`src/rtl/tick_timer_pkg.sv`:
```
// Shared constants and types for the system tick timer.
// Assumes a byte-addressed, word-wide register port.
package tick_timer_pkg;

    localparam int CNT_W       = 24;
    localparam int OFS_CTRL    = 'h0;
    localparam int OFS_RELOAD  = 'h4;
    localparam int OFS_CURRENT = 'h8;
    localparam int OFS_CALIB   = 'hC;
    localparam int BIT_FLAG    = 16;

    // Writable control bits, MSB first: tick source, interrupt enable, run
    typedef struct packed {
        logic use_core;
        logic irq_en;
        logic run;
    } ctrl_t;

    typedef enum logic [2:0] {
        SEL_NONE,
        SEL_CTRL,
        SEL_RELOAD,
        SEL_CURRENT,
        SEL_CALIB
    } reg_sel_e;

endpackage

```
`src/rtl/tick_source_sel.sv`:
```
// Picks the counting strobe: every core clock or the reference strobe.
// Assumes ref_tick_i is already synchronous to the core clock.
module tick_source_sel (
    input  logic run_i,
    input  logic use_core_i,
    input  logic ref_tick_i,
    output logic tick_o
);

    // Gate the chosen strobe with the run bit
    always_comb begin
        tick_o = run_i && (use_core_i || ref_tick_i);
    end

endmodule

```
`src/rtl/tick_ctrl_regs.sv`:
```
// Holds the control bits, sticky flag and reload value.
// Assumes the counter never signals expiry in a cycle with a current write.
module tick_ctrl_regs
    import tick_timer_pkg::*;
#(
    parameter int DATA_W = 32
) (
    input  logic              clk,
    input  logic              rst_n,
    input  logic              wr_ctrl_i,
    input  logic              rd_ctrl_i,
    input  logic              wr_reload_i,
    input  logic              wr_cur_i,
    input  logic [DATA_W-1:0] wdata_i,
    input  logic              expire_i,
    input  logic              autostop_i,
    output ctrl_t             ctrl_o,
    output logic              flag_o,
    output logic [CNT_W-1:0]  reload_o,
    output logic              arm_o
);

    ctrl_t             ctrl_q;
    logic              flag_q;
    logic [CNT_W-1:0]  reload_q;

    // Control bits: software write, then self-stop overrides run
    always_ff @(posedge clk) begin
        if (!rst_n) begin
            ctrl_q <= '0;
        end else begin
            if (wr_ctrl_i) ctrl_q <= ctrl_t'(wdata_i[2:0]);
            if (autostop_i) ctrl_q.run <= 1'b0;
        end
    end

    // Sticky flag: expiry sets, control read or current write clears
    always_ff @(posedge clk) begin
        if (!rst_n)                       flag_q <= 1'b0;
        else if (expire_i)                flag_q <= 1'b1;
        else if (rd_ctrl_i || wr_cur_i)   flag_q <= 1'b0;
    end

    // Reload value storage, low 24 bits of the write data
    always_ff @(posedge clk) begin
        if (!rst_n)           reload_q <= '0;
        else if (wr_reload_i) reload_q <= wdata_i[CNT_W-1:0];
    end

    // Start request on a 0-to-1 change of the run bit
    always_comb begin
        arm_o = wr_ctrl_i && wdata_i[0] && !ctrl_q.run;
    end

    assign ctrl_o   = ctrl_q;
    assign flag_o   = flag_q;
    assign reload_o = reload_q;

    p_flag_set_r6: assert property (@(posedge clk) disable iff (!rst_n)
        expire_i |=> flag_o);
    p_read_clear_r3: assert property (@(posedge clk) disable iff (!rst_n)
        (rd_ctrl_i && !expire_i) |=> !flag_o);
    p_cur_clear_r8: assert property (@(posedge clk) disable iff (!rst_n)
        wr_cur_i |=> !flag_o);
    p_autostop_r7: assert property (@(posedge clk) disable iff (!rst_n)
        autostop_i |=> !ctrl_o.run);
    p_ctrl_write_r2: assert property (@(posedge clk) disable iff (!rst_n)
        (wr_ctrl_i && !autostop_i) |=> (ctrl_o == ctrl_t'($past(wdata_i[2:0]))));
    p_flag_keep_r2: assert property (@(posedge clk) disable iff (!rst_n)
        (wr_ctrl_i && !expire_i && !rd_ctrl_i && !wr_cur_i) |=> $stable(flag_o));

endmodule

```
`src/rtl/tick_downcounter.sv`:
```
// 24-bit down-counter with a pending start-up load and expiry detection.
// Assumes force_load_i and arm_i never arrive in the same cycle.
module tick_downcounter
    import tick_timer_pkg::*;
(
    input  logic             clk,
    input  logic             rst_n,
    input  logic             tick_i,
    input  logic             arm_i,
    input  logic             force_load_i,
    input  logic [CNT_W-1:0] reload_i,
    output logic [CNT_W-1:0] count_o,
    output logic             pending_o,
    output logic             expire_o,
    output logic             autostop_o
);

    logic [CNT_W-1:0] count_q;
    logic             pending_q;

    // Expiry: a tick that finds zero with no load waiting or forced
    always_comb begin
        expire_o   = tick_i && !pending_q && (count_q == '0) && !force_load_i;
        autostop_o = expire_o && (reload_i == '0);
    end

    // Count state: forced load, arming, then tick-driven stepping
    always_ff @(posedge clk) begin
        if (!rst_n) begin
            count_q   <= '0;
            pending_q <= 1'b0;
        end else if (force_load_i) begin
            count_q   <= reload_i;
            pending_q <= 1'b0;
        end else if (arm_i) begin
            pending_q <= 1'b1;
        end else if (tick_i) begin
            if (pending_q || count_q == '0) begin
                count_q   <= reload_i;
                pending_q <= 1'b0;
            end else begin
                count_q   <= count_q - 1'b1;
            end
        end
    end

    assign count_o   = count_q;
    assign pending_o = pending_q;

    p_force_load_r8: assert property (@(posedge clk) disable iff (!rst_n)
        force_load_i |=> (count_o == $past(reload_i)) && !pending_o);
    p_hold_r5: assert property (@(posedge clk) disable iff (!rst_n)
        (!tick_i && !force_load_i && !arm_i) |=> $stable(count_o) && $stable(pending_o));
    p_step_r4: assert property (@(posedge clk) disable iff (!rst_n)
        (tick_i && !pending_o && count_o != '0 && !force_load_i && !arm_i)
            |=> (count_o == $past(count_o) - 1'b1));

endmodule

```
`src/rtl/sys_tick_timer.sv`:
```
// System tick timer top: register decode, read mux and interrupt pulse.
// Assumes full-word accesses and at most one of read or write per cycle.
module sys_tick_timer
    import tick_timer_pkg::*;
#(
    parameter int ADDR_W    = 8,
    parameter int DATA_W    = 32,
    parameter int CAL_VALUE = 10000
) (
    input  logic              clk,
    input  logic              rst_n,
    input  logic              ref_tick_i,
    input  logic              bus_wr_i,
    input  logic              bus_rd_i,
    input  logic [ADDR_W-1:0] bus_addr_i,
    input  logic [DATA_W-1:0] bus_wdata_i,
    output logic [DATA_W-1:0] bus_rdata_o,
    output logic              irq_o
);

    reg_sel_e          sel;
    ctrl_t             ctrl;
    logic              flag;
    logic [CNT_W-1:0]  reload;
    logic [CNT_W-1:0]  count;
    logic              pending;
    logic              arm;
    logic              tick;
    logic              expire;
    logic              autostop;
    logic              irq_q;
    logic              wr_ctrl, rd_ctrl, wr_reload, wr_cur;

    // Address decode of the four word registers
    always_comb begin
        if      (bus_addr_i == ADDR_W'(OFS_CTRL))    sel = SEL_CTRL;
        else if (bus_addr_i == ADDR_W'(OFS_RELOAD))  sel = SEL_RELOAD;
        else if (bus_addr_i == ADDR_W'(OFS_CURRENT)) sel = SEL_CURRENT;
        else if (bus_addr_i == ADDR_W'(OFS_CALIB))   sel = SEL_CALIB;
        else                                         sel = SEL_NONE;
    end

    // Per-register access strobes
    always_comb begin
        wr_ctrl   = bus_wr_i && (sel == SEL_CTRL);
        rd_ctrl   = bus_rd_i && (sel == SEL_CTRL);
        wr_reload = bus_wr_i && (sel == SEL_RELOAD);
        wr_cur    = bus_wr_i && (sel == SEL_CURRENT);
    end

    tick_ctrl_regs #(.DATA_W(DATA_W)) u_regs (
        .clk         (clk),
        .rst_n       (rst_n),
        .wr_ctrl_i   (wr_ctrl),
        .rd_ctrl_i   (rd_ctrl),
        .wr_reload_i (wr_reload),
        .wr_cur_i    (wr_cur),
        .wdata_i     (bus_wdata_i),
        .expire_i    (expire),
        .autostop_i  (autostop),
        .ctrl_o      (ctrl),
        .flag_o      (flag),
        .reload_o    (reload),
        .arm_o       (arm)
    );

    tick_source_sel u_src (
        .run_i      (ctrl.run),
        .use_core_i (ctrl.use_core),
        .ref_tick_i (ref_tick_i),
        .tick_o     (tick)
    );

    tick_downcounter u_cnt (
        .clk          (clk),
        .rst_n        (rst_n),
        .tick_i       (tick),
        .arm_i        (arm),
        .force_load_i (wr_cur),
        .reload_i     (reload),
        .count_o      (count),
        .pending_o    (pending),
        .expire_o     (expire),
        .autostop_o   (autostop)
    );

    // Read data mux, zero when idle or at an undefined offset
    always_comb begin
        bus_rdata_o = '0;
        if (bus_rd_i) begin
            case (sel)
                SEL_CTRL: begin
                    bus_rdata_o[2:0]      = ctrl;
                    bus_rdata_o[BIT_FLAG] = flag;
                end
                SEL_RELOAD:  bus_rdata_o = DATA_W'(reload);
                SEL_CURRENT: bus_rdata_o = (ctrl.run && !pending) ? DATA_W'(count) : '0;
                SEL_CALIB:   bus_rdata_o = DATA_W'(CAL_VALUE);
                default:     bus_rdata_o = '0;
            endcase
        end
    end

    // One-clock interrupt pulse after an expiry with interrupts enabled
    always_ff @(posedge clk) begin
        if (!rst_n) irq_q <= 1'b0;
        else        irq_q <= expire && ctrl.irq_en;
    end

    assign irq_o = irq_q;

    p_irq_single_r6: assert property (@(posedge clk) disable iff (!rst_n)
        irq_o |=> !irq_o);
    p_irq_cause_r6: assert property (@(posedge clk) disable iff (!rst_n)
        (expire && ctrl.irq_en) |=> irq_o);
    p_idle_no_expire_r5: assert property (@(posedge clk) disable iff (!rst_n)
        !ctrl.run |-> !expire);

endmodule

```
`config.mk`:
```
export PLATFORM = sky130hd
export DESIGN_NAME = sys_tick_timer
export DESIGN_NICKNAME = d
export VERILOG_FILES = /design/src/rtl/tick_timer_pkg.sv /design/src/rtl/tick_source_sel.sv /design/src/rtl/tick_ctrl_regs.sv /design/src/rtl/tick_downcounter.sv /design/src/rtl/sys_tick_timer.sv
export SDC_FILE = /design/constraint.sdc
export NUM_CORES = 1
export LEC_CHECK = 0
export BUFFER_PORTS_ARGS = -buffer_cell sky130_fd_sc_hd__buf_2
export CAP_MARGIN = 20
export CORE_MARGIN = 4
export CORE_UTILIZATION = 33
export CTS_CLUSTER_DIAMETER = 150
export DETAILED_ROUTE_END_ITERATION = 12
export GPL_TIMING_DRIVEN = 0
export SLEW_MARGIN = 10
export SYNTH_ARGS = -nofsm -noshare
export SYNTH_HDL_FRONTEND = slang
export SYNTH_SLANG_ARGS = --single-unit
```
`constraint.sdc`:
```
create_clock -name clk -period 3.2 [get_ports clk]
set_input_delay 0.8 -clock clk [delete_from_list [all_inputs] [get_ports clk]]
set_output_delay 0.8 -clock clk [all_outputs]
set_load 0.01 [all_outputs]
```
==> flow_summary_export.csv, run 1 <==
group,metric,value,unit
timing,fin_crit_sh,101,%
global_routing,grt.met2_usage,31.8,%
die,core-area,9730,um2
clocking,clkTransAtPathRegs,0.09,ns
clocking,cts_htree_levels,2,
timing,fin_setup_tns,-0.0371,ns
detailed_routing,wl_per_cell,17.8,um
logic_synthesis,synth.cell_area,3280,um2
timing,rsz0062_at_grt,"true",
timing,maxSlewViolCount,0,
critical_path,critPathRequiredTime,2.40,ns
status,status,"complete, but fails checks",
clocking,cts_hold_buffers,0,
job,drv_cap,0,
timing,setup_ws,-0.0218,ns
detailed_routing,vias,3618,
layout,multiInputGateArea,2160,um2
critical_path,path_class,"in -> out",
layout,final_area,4170,um2
critical_path,crit_family,"simple AND/OR/NAND/NOR gates",
global_routing,grt_usage,19.2,%
clocking,insertion_delay,0.32,ns
global_routing,grt_pass1_vias,3315,
critical_path,slowest_delay,0.57,ns
logic_synthesis,yosysSeqAreaShare,32.9,%
min_path,min_path_cells,2,
global_routing,busiest_layer,"met2",
global_routing,met1_usage,26.0,%
logic_synthesis,synth_common_cells,"nand2_1 (75), dfxtp_1 (54), a21oi_1 (35), nor2_1 (34), clkbuf_1 (22)",
min_path,hp-class,"reg -> reg",
global_routing,met3_usage,2.58,%
critical_path,crit_chain,"buf_6, or4_4, nor3_4, o211ai_1, clkbuf_8, a31oi_1, buf_2",
logic_synthesis,synth_flop_cell,"dfxtp_1",
logic_synthesis,synth_area_leaders,"dfxtp_1 (33%), nand2_1 (8.6%), a21oi_1 (5.3%)",
die,initial_core_util,33.7,%
detailed_routing,detail_route.wirelength,11.4,mm
critical_path,rr_worst_depth,7,
die,rows,36,
logic_synthesis,yosys_warnings,0,
timing,max_freq,0.310,GHz
timing,clock_skew,0.0187,ns
logic_synthesis,synth_area_per_cell,7.69,um2
layout,diodes,0,
detailed_routing,drc,0,
layout,fill_cells,1038,
placement,port_buffers,58,
status,violations,"setup timing",
placement,postPlaceCellArea,3780,um2
clocking,cts_tree,"yes",
placement,place_ws,-0.531,ns
die,fp.dieH,108,um
detailed_routing,first_pass_iters,5,
logic_synthesis,synth_edf_count,0,
critical_path,crit_path_start_kind,"input port",
layout,area_growth,27.0,%
logic_synthesis,yosysTopAreaCell,"dfxtp_1",
logic_synthesis,async_reset_ff_share,0,%
global_routing,grt_max_degree,17,
timing,setup_viol,3,
die,die-width,108,um
timing,slew_headroom,55.0,%
pwr,power_density,282,nW/um2
global_routing,antenna_found_initial,0,
die,num_io_pins,78,
critical_path,crit_cells,7,
pwr,p_leak,0.00158,uW
pwr,ir_drop,0.000145,V
placement,hpwl,8.12,mm
layout,nets,553,
logic_synthesis,ys_types,48,
pwr,total_power,1170,uW
detailed_routing,vias_per_cell,5.65,
detailed_routing,drtIter0Drc,216,
logic_synthesis,ys_seq_elements,54,
clocking,cts_max_path_buffers,2,
global_routing,gr-total-overflow,0,
critical_path,cp_num_buf_inv,3,
layout,seqCellArea,1080,um2
layout,drive_gt1_share,25.2,%
critical_path,crit_arrival,2.42,ns
die,die_area,11600,um2
timing,report.final.hold_viol_count,0,
detailed_routing,final_antenna_net_count,0,
clocking,cts_made_buffers,5,
placement,routabilityCongestion,0.916,
timing,timing.hold.ws,0.502,ns
global_routing,grt_pass1_wl,17.5,mm
timing,min_period,3.22,ns
critical_path,slowest_stage,"or4_4",
logic_synthesis,synth_top_area_share,32.9,%
critical_path,end_kind,"primary output",
timing,tightest_slew,0.670,ns
clocking,cts_root_buffer,"clkbuf_8",
logic_synthesis,yosysMostFrequentCell,"nand2_1",
logic_synthesis,syn_inst,427,
critical_path,worstPathMaxFanout,10,
clocking,cts_sinks,54,
-- registers in the layout (all words and copies together) (netlist names) --
| register | cells |
|---|---|
| irq_o | 1 |
| u_cnt.count_o | 24 |
| u_cnt.pending_o | 1 |
| u_regs.ctrl_o | 3 |
| u_regs.flag_o | 1 |
| u_regs.reload_o | 24 |
-- logic make-up after synthesis --
kind of cell	share of synthesized area [%]
AOI/OAI and AO/OA	23.3
other	0.114
and+or+nand+nor	27.8
DFF	32.9
muxes	8.27
adders and majority gates	0.762
buffers and inverters	6.79
-- worst min-delay path: stages (launching register included) --
cell and delay (ns):
dfxtp_1 0.34, nand2_1 0.06, a21oi_1 0.05
-- layout by cell type, fill, tap and decap left out, drive strengths merged, types with 15 or more instances in the layout --
master and n:
a21oi 35, dfxtp 54, a32o 16, nand2 75, buf 86, o21ai 25, nor4 21, nor2 34
mux2 15, clkbuf 25, nor3 18, a22oi 15
-- power by group --
group	internal, uW	switching [uW]	total [uW]
Combinational	36.7	47.1	83.8
Sequential	672	0.625	673
Clock	175	243	418
Total	884	291	1170
-- layer usage --
layer | share of wire (%) | routed length (um)
met2 | 48 | 5480
met1 | 44 | 5020
met4 | 2.0 | 226
met3 | 6.0 | 681
met5 | 0 | 0
-- through the flow --
step	std cells	utilization (%)
floorplan	434	-
global placement	625	38.8
detailed placement	625	38.8
CTS	637	40.9
global route	640	42.8
finish	640	42.8
-- what timing repair did --
item,4_1_cts,5_1_grt
gates resized for setup,19,34
pin swaps,1,8
buffers inserted,3,2
endpoints found under the setup margin,24,24
cloned,1,1
-- path summary, 6_finish.rpt --
| path | endpoint | from | slack [ns] |
|---|---|---|---|
| worst max register to register | u_cnt.count_o[23] | u_cnt.count_o[4] | 0.51 |
| worst min register to register | u_regs.reload_o[15] | u_regs.reload_o[15] | 0.50 |
| worst max-delay path | bus_rdata_o[13] | bus_addr_i[4] | -0.02 |
| worst min-delay path | u_regs.reload_o[15] | u_regs.reload_o[15] | 0.50 |
-- cell type report --
type	count	area share, %
multi-input combinational	335	51.9
sequential	54	25.9
timing repair buffer	65	9.51
buffer	40	5.91
tap	133	3.99
clock buffer	6	1.98
inverter	5	0.450
clock inverter	2	0.300
Note: power is estimated with default switching activity, not from simulation.
==> inputs of run 2 (changes only) <==
--- a/config.mk
+++ b/config.mk
@@ -9,6 +9,7 @@
 export CAP_MARGIN = 20
 export CORE_MARGIN = 4
 export CORE_UTILIZATION = 33
+export CTS_BUF_LIST = sky130_fd_sc_hd__clkbuf_16
 export CTS_CLUSTER_DIAMETER = 150
 export DETAILED_ROUTE_END_ITERATION = 12
 export GPL_TIMING_DRIVEN = 0
==> run 2 against run 1 <==
The run still ends with setup timing left. Sequential cell count unchanged. Critical path depth unchanged. Wire length rose by 1.5%. Core utilization increased by 0.48 points. Count of clock-buffer cells in the layout is 1 lower. Sequential power hardly changed. Register-to-register slack improved by 0.03 ns. Critical path type unchanged. Critical endpoint unchanged. Largest power group unchanged. Highest routed layer unchanged.
==> flow_summary_export.csv, run 2 (synthesis results as in run 1) <==
group,metric,value,unit
status,status,"complete, but fails checks",
status,violations,"setup timing",
global_routing,grt_max_degree,17,
detailed_routing,final_antenna_net_count,0,
placement,postPlaceCellArea,3780,um2
global_routing,antenna_found_initial,0,
timing,slew_headroom,55.7,%
critical_path,rr_worst_depth,7,
critical_path,cp_num_buf_inv,3,
timing,maxSlewViolCount,0,
critical_path,slowest_stage,"or4_4",
detailed_routing,drc,0,
timing,report.final.hold_viol_count,0,
critical_path,crit_path_start_kind,"input port",
layout,nets,553,
min_path,hold_path_end,"u_regs.reload_o[7]",
critical_path,slowest_delay,0.57,ns
placement,dp.cells,625,
die,num_io_pins,78,
critical_path,crit_arrival,2.43,ns
detailed_routing,first_pass_iters,5,
layout,utilization,43.3,%
detailed_routing,detail_route.wirelength,11.6,mm
die,initial_core_util,33.7,%
placement,routabilityCongestion,0.916,
timing,fin_setup_tns,-0.0371,ns
layout,final_area,4220,um2
layout,final_common_cell,"nand2_1",
global_routing,grt_usage,19.3,%
min_path,hp-start,"u_regs.reload_o[7]",
min_path,min_path_cells,2,
pwr,power_density,309,nW/um2
clocking,cts_max_path_buffers,2,
global_routing,grt_pass1_vias,3342,
global_routing,gr-total-overflow,0,
clocking,cts_sinks,54,
timing,min_period,3.23,ns
timing,clock_skew,0.0103,ns
critical_path,crit_chain,"buf_6, or4_4, nor3_4, o211ai_1, clkbuf_8, a31oi_1, buf_2",
clocking,insertion_delay,0.30,ns
clocking,cts_htree_levels,2,
critical_path,end_kind,"primary output",
critical_path,r2r_start,"u_cnt.count_o[4]",
critical_path,worstPathMaxFanout,10,
detailed_routing,vias,3623,
critical_path,path_class,"in -> out",
clocking,cts_hold_buffers,0,
timing,max_freq,0.310,GHz
layout,fill_cells,1036,
die,die-width,108,um
timing,fin_crit_sh,101,%
critical_path,crit_family,"simple AND/OR/NAND/NOR gates",
clocking,cts_root_buffer,"clkbuf_16",
clocking,cts_made_buffers,5,
die,fp.dieH,108,um
timing,setup_viol,3,
die,rows,36,
timing,setup_ws,-0.0250,ns
pwr,ir_drop,0.000219,V
critical_path,r2r_end,"u_cnt.count_o[23]",
critical_path,critPathRequiredTime,2.40,ns
detailed_routing,wl_per_cell,18.1,um
pwr,p_leak,0.00160,uW
clocking,cts_tree,"yes",
layout,area_growth,28.4,%
placement,port_buffers,58,
layout,instances_no_fill,640,
timing,rsz0062_at_grt,"true",
timing,timing.hold.ws,0.498,ns
placement,hpwl,8.12,mm
detailed_routing,vias_per_cell,5.66,
die,die_area,11600,um2
critical_path,reg2reg_setup_slack,0.54,ns
clocking,clkTransAtPathRegs,0.08,ns
layout,diodes,0,
global_routing,grt_pass1_wl,17.5,mm
detailed_routing,drtIter0Drc,232,
min_path,hp-class,"reg -> reg",
layout,drive_gt1_share,25.0,%
layout,final_cell_mix,"nand2_1 (74), buf_2 (61), dfxtp_1 (54), nor2_1 (34), a21oi_1 (31)",
job,drv_cap,0,
timing,tightest_slew,0.657,ns
die,core-area,9730,um2
[run 2: stage by stage]
| step | total power, uW | worst slack [ns] |
|---|---|---|
| final | 1300 | -0.0250 |
| after floorplan | 727 | 0.0106 |
| after global routing | 1340 | -0.0930 |
| after global placement | 761 | -0.536 |
| after detailed placement | 762 | -0.531 |
| after CTS | 1310 | -0.0133 |
[run 2: worst max-delay path by stage]
stage / endpoint / slack, ns / start / cells after the start
after global placement: bus_rdata_o[4] / -0.54 / bus_addr_i[5] / 8
after floorplan: bus_rdata_o[2] / 0.01 / bus_addr_i[5] / 6
final: bus_rdata_o[13] / -0.03 / bus_addr_i[4] / 7
after CTS: bus_rdata_o[13] / -0.01 / bus_addr_i[5] / 7
after detailed placement: bus_rdata_o[4] / -0.53 / bus_addr_i[5] / 8
after global routing: bus_rdata_o[10] / -0.09 / bus_addr_i[4] / 7
[run 2: area by class of cell]
class / instances / area, um2 / area share, %
inverters: 5 / 18.8 / 0.445
plain buffers: 40 / 246 / 5.85
flip-flops and latches: 54 / 1080 / 25.6
clock inverters: 3 / 16.3 / 0.386
well taps: 133 / 166 / 3.95
clock buffers: 5 / 125 / 2.97
multi-input cells: 335 / 2160 / 51.4
repair buffers: 65 / 397 / 9.41
[run 2: report_power, final]
group | switching (uW) | internal, uW | total [uW]
logic | 47.4 | 36.7 | 84.1
registers | 0.629 | 672 | 672
clock network | 259 | 287 | 546
total | 307 | 995 | 1300
[run 2: metal layers]
metal | vias up | global-route usage (%) | share of wire (%)
met5 | - | 0 | 0
met4 | 0 | 6.04 | 2.0
met3 | 19 | 2.94 | 5.8
met2 | 137 | 31.8 | 48
met1 | 1754 | 25.9 | 44
li1 | 1713 | - | -
[run 2: what timing repair did]
| item | CTS | global route |
|---|---|---|
| pin swaps | 1 | 8 |
| endpoints found under the setup margin | 24 | 24 |
| resized for setup | 19 | 34 |
| buffers inserted | 3 | 2 |
| gates cloned | 1 | 1 |
[run 2: worst reg2reg max path, cell delays in order, from the launching register on]
cell     delay (ns)
dfxtp_1        0.30
buf_2          0.16
nor4_2         0.59
nand4_1        0.31
o21ai_2        0.43
buf_2          0.33
o21ai_0        0.14
a32o_1         0.29
==> inputs of run 3 (changes only) <==
==> constraint.sdc (replaced) <==
create_clock -name clk -period 4.1 [get_ports clk]
set_input_delay 1.025 -clock clk [delete_from_list [all_inputs] [get_ports clk]]
set_output_delay 1.025 -clock clk [all_outputs]
set_load 0.01 [all_outputs]
==> run 3 against run 2 <==
The run now ends clean. Clock skew fell by 0.0040 ns. First-iteration DRC count rose by 38%. Non-clock buffer count shrank 6. Combinational power is 29% lower. Final cell count is 1.3% lower. Final area down 6.8%. Critical path type unchanged.
==> flow_summary_export.csv, run 3 (synthesis results as in run 1) <==
group,metric,value,unit
status,status,"complete, no violations",
layout,diodes,0,
layout,area_growth,19.7,%
die,fp.dieH,108,um
detailed_routing,detail_route.wirelength,11.0,mm
timing,fin_setup_tns,0,ns
timing,slew_headroom,57.6,%
critical_path,crit_cells,7,
detailed_routing,drtIter0Drc,319,
clocking,cts_tree,"yes",
critical_path,path_class,"in -> out",
clocking,insertion_delay,0.29,ns
timing,timing.hold.ws,0.489,ns
die,initial_core_util,33.7,%
placement,hpwl,8.03,mm
timing,clock_skew,0.00623,ns
global_routing,grt_pass1_vias,3520,
clocking,clkTransAtPathRegs,0.07,ns
layout,drive_gt1_share,20.2,%
layout,nets,547,
clocking,cts_max_path_buffers,2,
critical_path,critPathRequiredTime,3.07,ns
die,die_area,11600,um2
critical_path,slowest_delay,0.62,ns
layout,final_common_cell,"nand2_1",
critical_path,crit_path_start_kind,"input port",
critical_path,crit_arrival,2.93,ns
min_path,hp-start,"u_regs.reload_o[15]",
placement,routabilityCongestion,0.925,
critical_path,rr_worst_depth,7,
timing,report.final.hold_viol_count,0,
clocking,cts_sinks,54,
critical_path,slowest_stage,"or4_1",
clocking,cts_root_buffer,"clkbuf_16",
die,core-area,9730,um2
pwr,power_density,253,nW/um2
die,die-width,108,um
critical_path,r2r_start,"u_cnt.count_o[4]",
timing,setup_ws,0.143,ns
die,num_io_pins,78,
detailed_routing,first_pass_iters,5,
global_routing,gr-total-overflow,0,
global_routing,grt_pass1_wl,17.8,mm
critical_path,r2r_end,"u_cnt.count_o[9]",
job,drv_cap,0,
critical_path,crit_top_cell,"buf_2",
detailed_routing,vias,3544,
detailed_routing,final_antenna_net_count,0,
critical_path,end_kind,"primary output",
timing,max_freq,0.253,GHz
pwr,ir_drop,0.000175,V
global_routing,antenna_found_initial,0,
placement,postPlaceCellArea,3760,um2
timing,setup_viol,0,
global_routing,grt_max_degree,15,
critical_path,crit_chain,"buf_2, or4_1, nor3_2, o211ai_1, clkbuf_2, a31oi_1, buf_2",
critical_path,crit_family,"simple AND/OR/NAND/NOR gates",
layout,final_area,3930,um2
global_routing,grt_usage,19.2,%
timing,min_period,3.96,ns
detailed_routing,drc,0,
detailed_routing,vias_per_cell,5.61,
critical_path,worstPathMaxFanout,10,
placement,place_ws,-0.438,ns
pwr,p_leak,0.00152,uW
timing,maxSlewViolCount,0,
critical_path,crit_path_start,"bus_addr_i[5]",
die,rows,36,
detailed_routing,wl_per_cell,17.4,um
timing,rsz0062_at_grt,"false",
placement,port_buffers,58,
clocking,cts_htree_levels,2,
critical_path,reg2reg_setup_slack,1.40,ns
clocking,cts_made_buffers,5,
critical_path,cp_num_buf_inv,3,
critical_path,crit_path_end,"bus_rdata_o[10]",
layout,final_cell_mix,"nand2_1 (75), buf_2 (65), dfxtp_1 (54), a21oi_1 (35), nor2_1 (34)",
timing,fin_crit_sh,96.5,%
timing,tightest_slew,0.631,ns
min_path,hp-class,"reg -> reg",
clocking,cts_hold_buffers,0,
==> run 3: worst min path at each step <==
stage / end / slack, ns / depth (start not counted)
floorplan: u_regs.flag_o / 0.45 / 2
global placement: u_regs.flag_o / 0.47 / 2
detailed placement: u_regs.reload_o[9] / 0.49 / 2
global route: u_regs.reload_o[10] / 0.52 / 2
finish: u_regs.reload_o[15] / 0.49 / 2
CTS: u_regs.reload_o[17] / 0.50 / 2
==> run 3: stage by stage <==
stage                     util (%)  std cells  power [uW]
final                         40.4        632         995
after detailed placement      38.7        625         595
after global routing          40.4        632        1020
after floorplan                  -        434         567
after global placement        38.7        625         593
after CTS                     40.2        631         998
==> run 3: area by class of cell <==
cell class	instances	area [um2]
Timing Repair Buffer	59	298
Fill cell	1075	5800
Buffer	40	211
Tap cell	133	166
Clock buffer	5	125
Inverter	5	18.8
Sequential cell	54	1080
Multi-Input combinational cell	335	2020
Clock inverter	1	3.75
==> run 3: worst min-delay path, cell delays in order, from the launching register on <==
cell and delay (ns):
dfxtp_1 0.33, nand2_1 0.06, a21oi_1 0.05
==> run 3: what timing repair did <==
action,4_1_cts,5_1_grt
pin swaps,1,1
gates cloned,0,0
endpoints found under the setup margin,20,16
resized for setup,6,5
buffers inserted,0,1
==> run 3: per-layer routing <==
metal	wire length (um)	vias up	track usage [%]
li1	-	1691	-
met1	4670	1698	24.6
met2	5340	132	32.9
met3	732	23	2.94
met4	231	0	6.13
met5	0	-	0
==> run 3: power breakdown <==
part,leakage (uW),internal (uW),switching (uW)
Combinational,0.00102,25.4,34.3
Sequential,0.000435,524,0.465
Clock,0.0000632,218,193
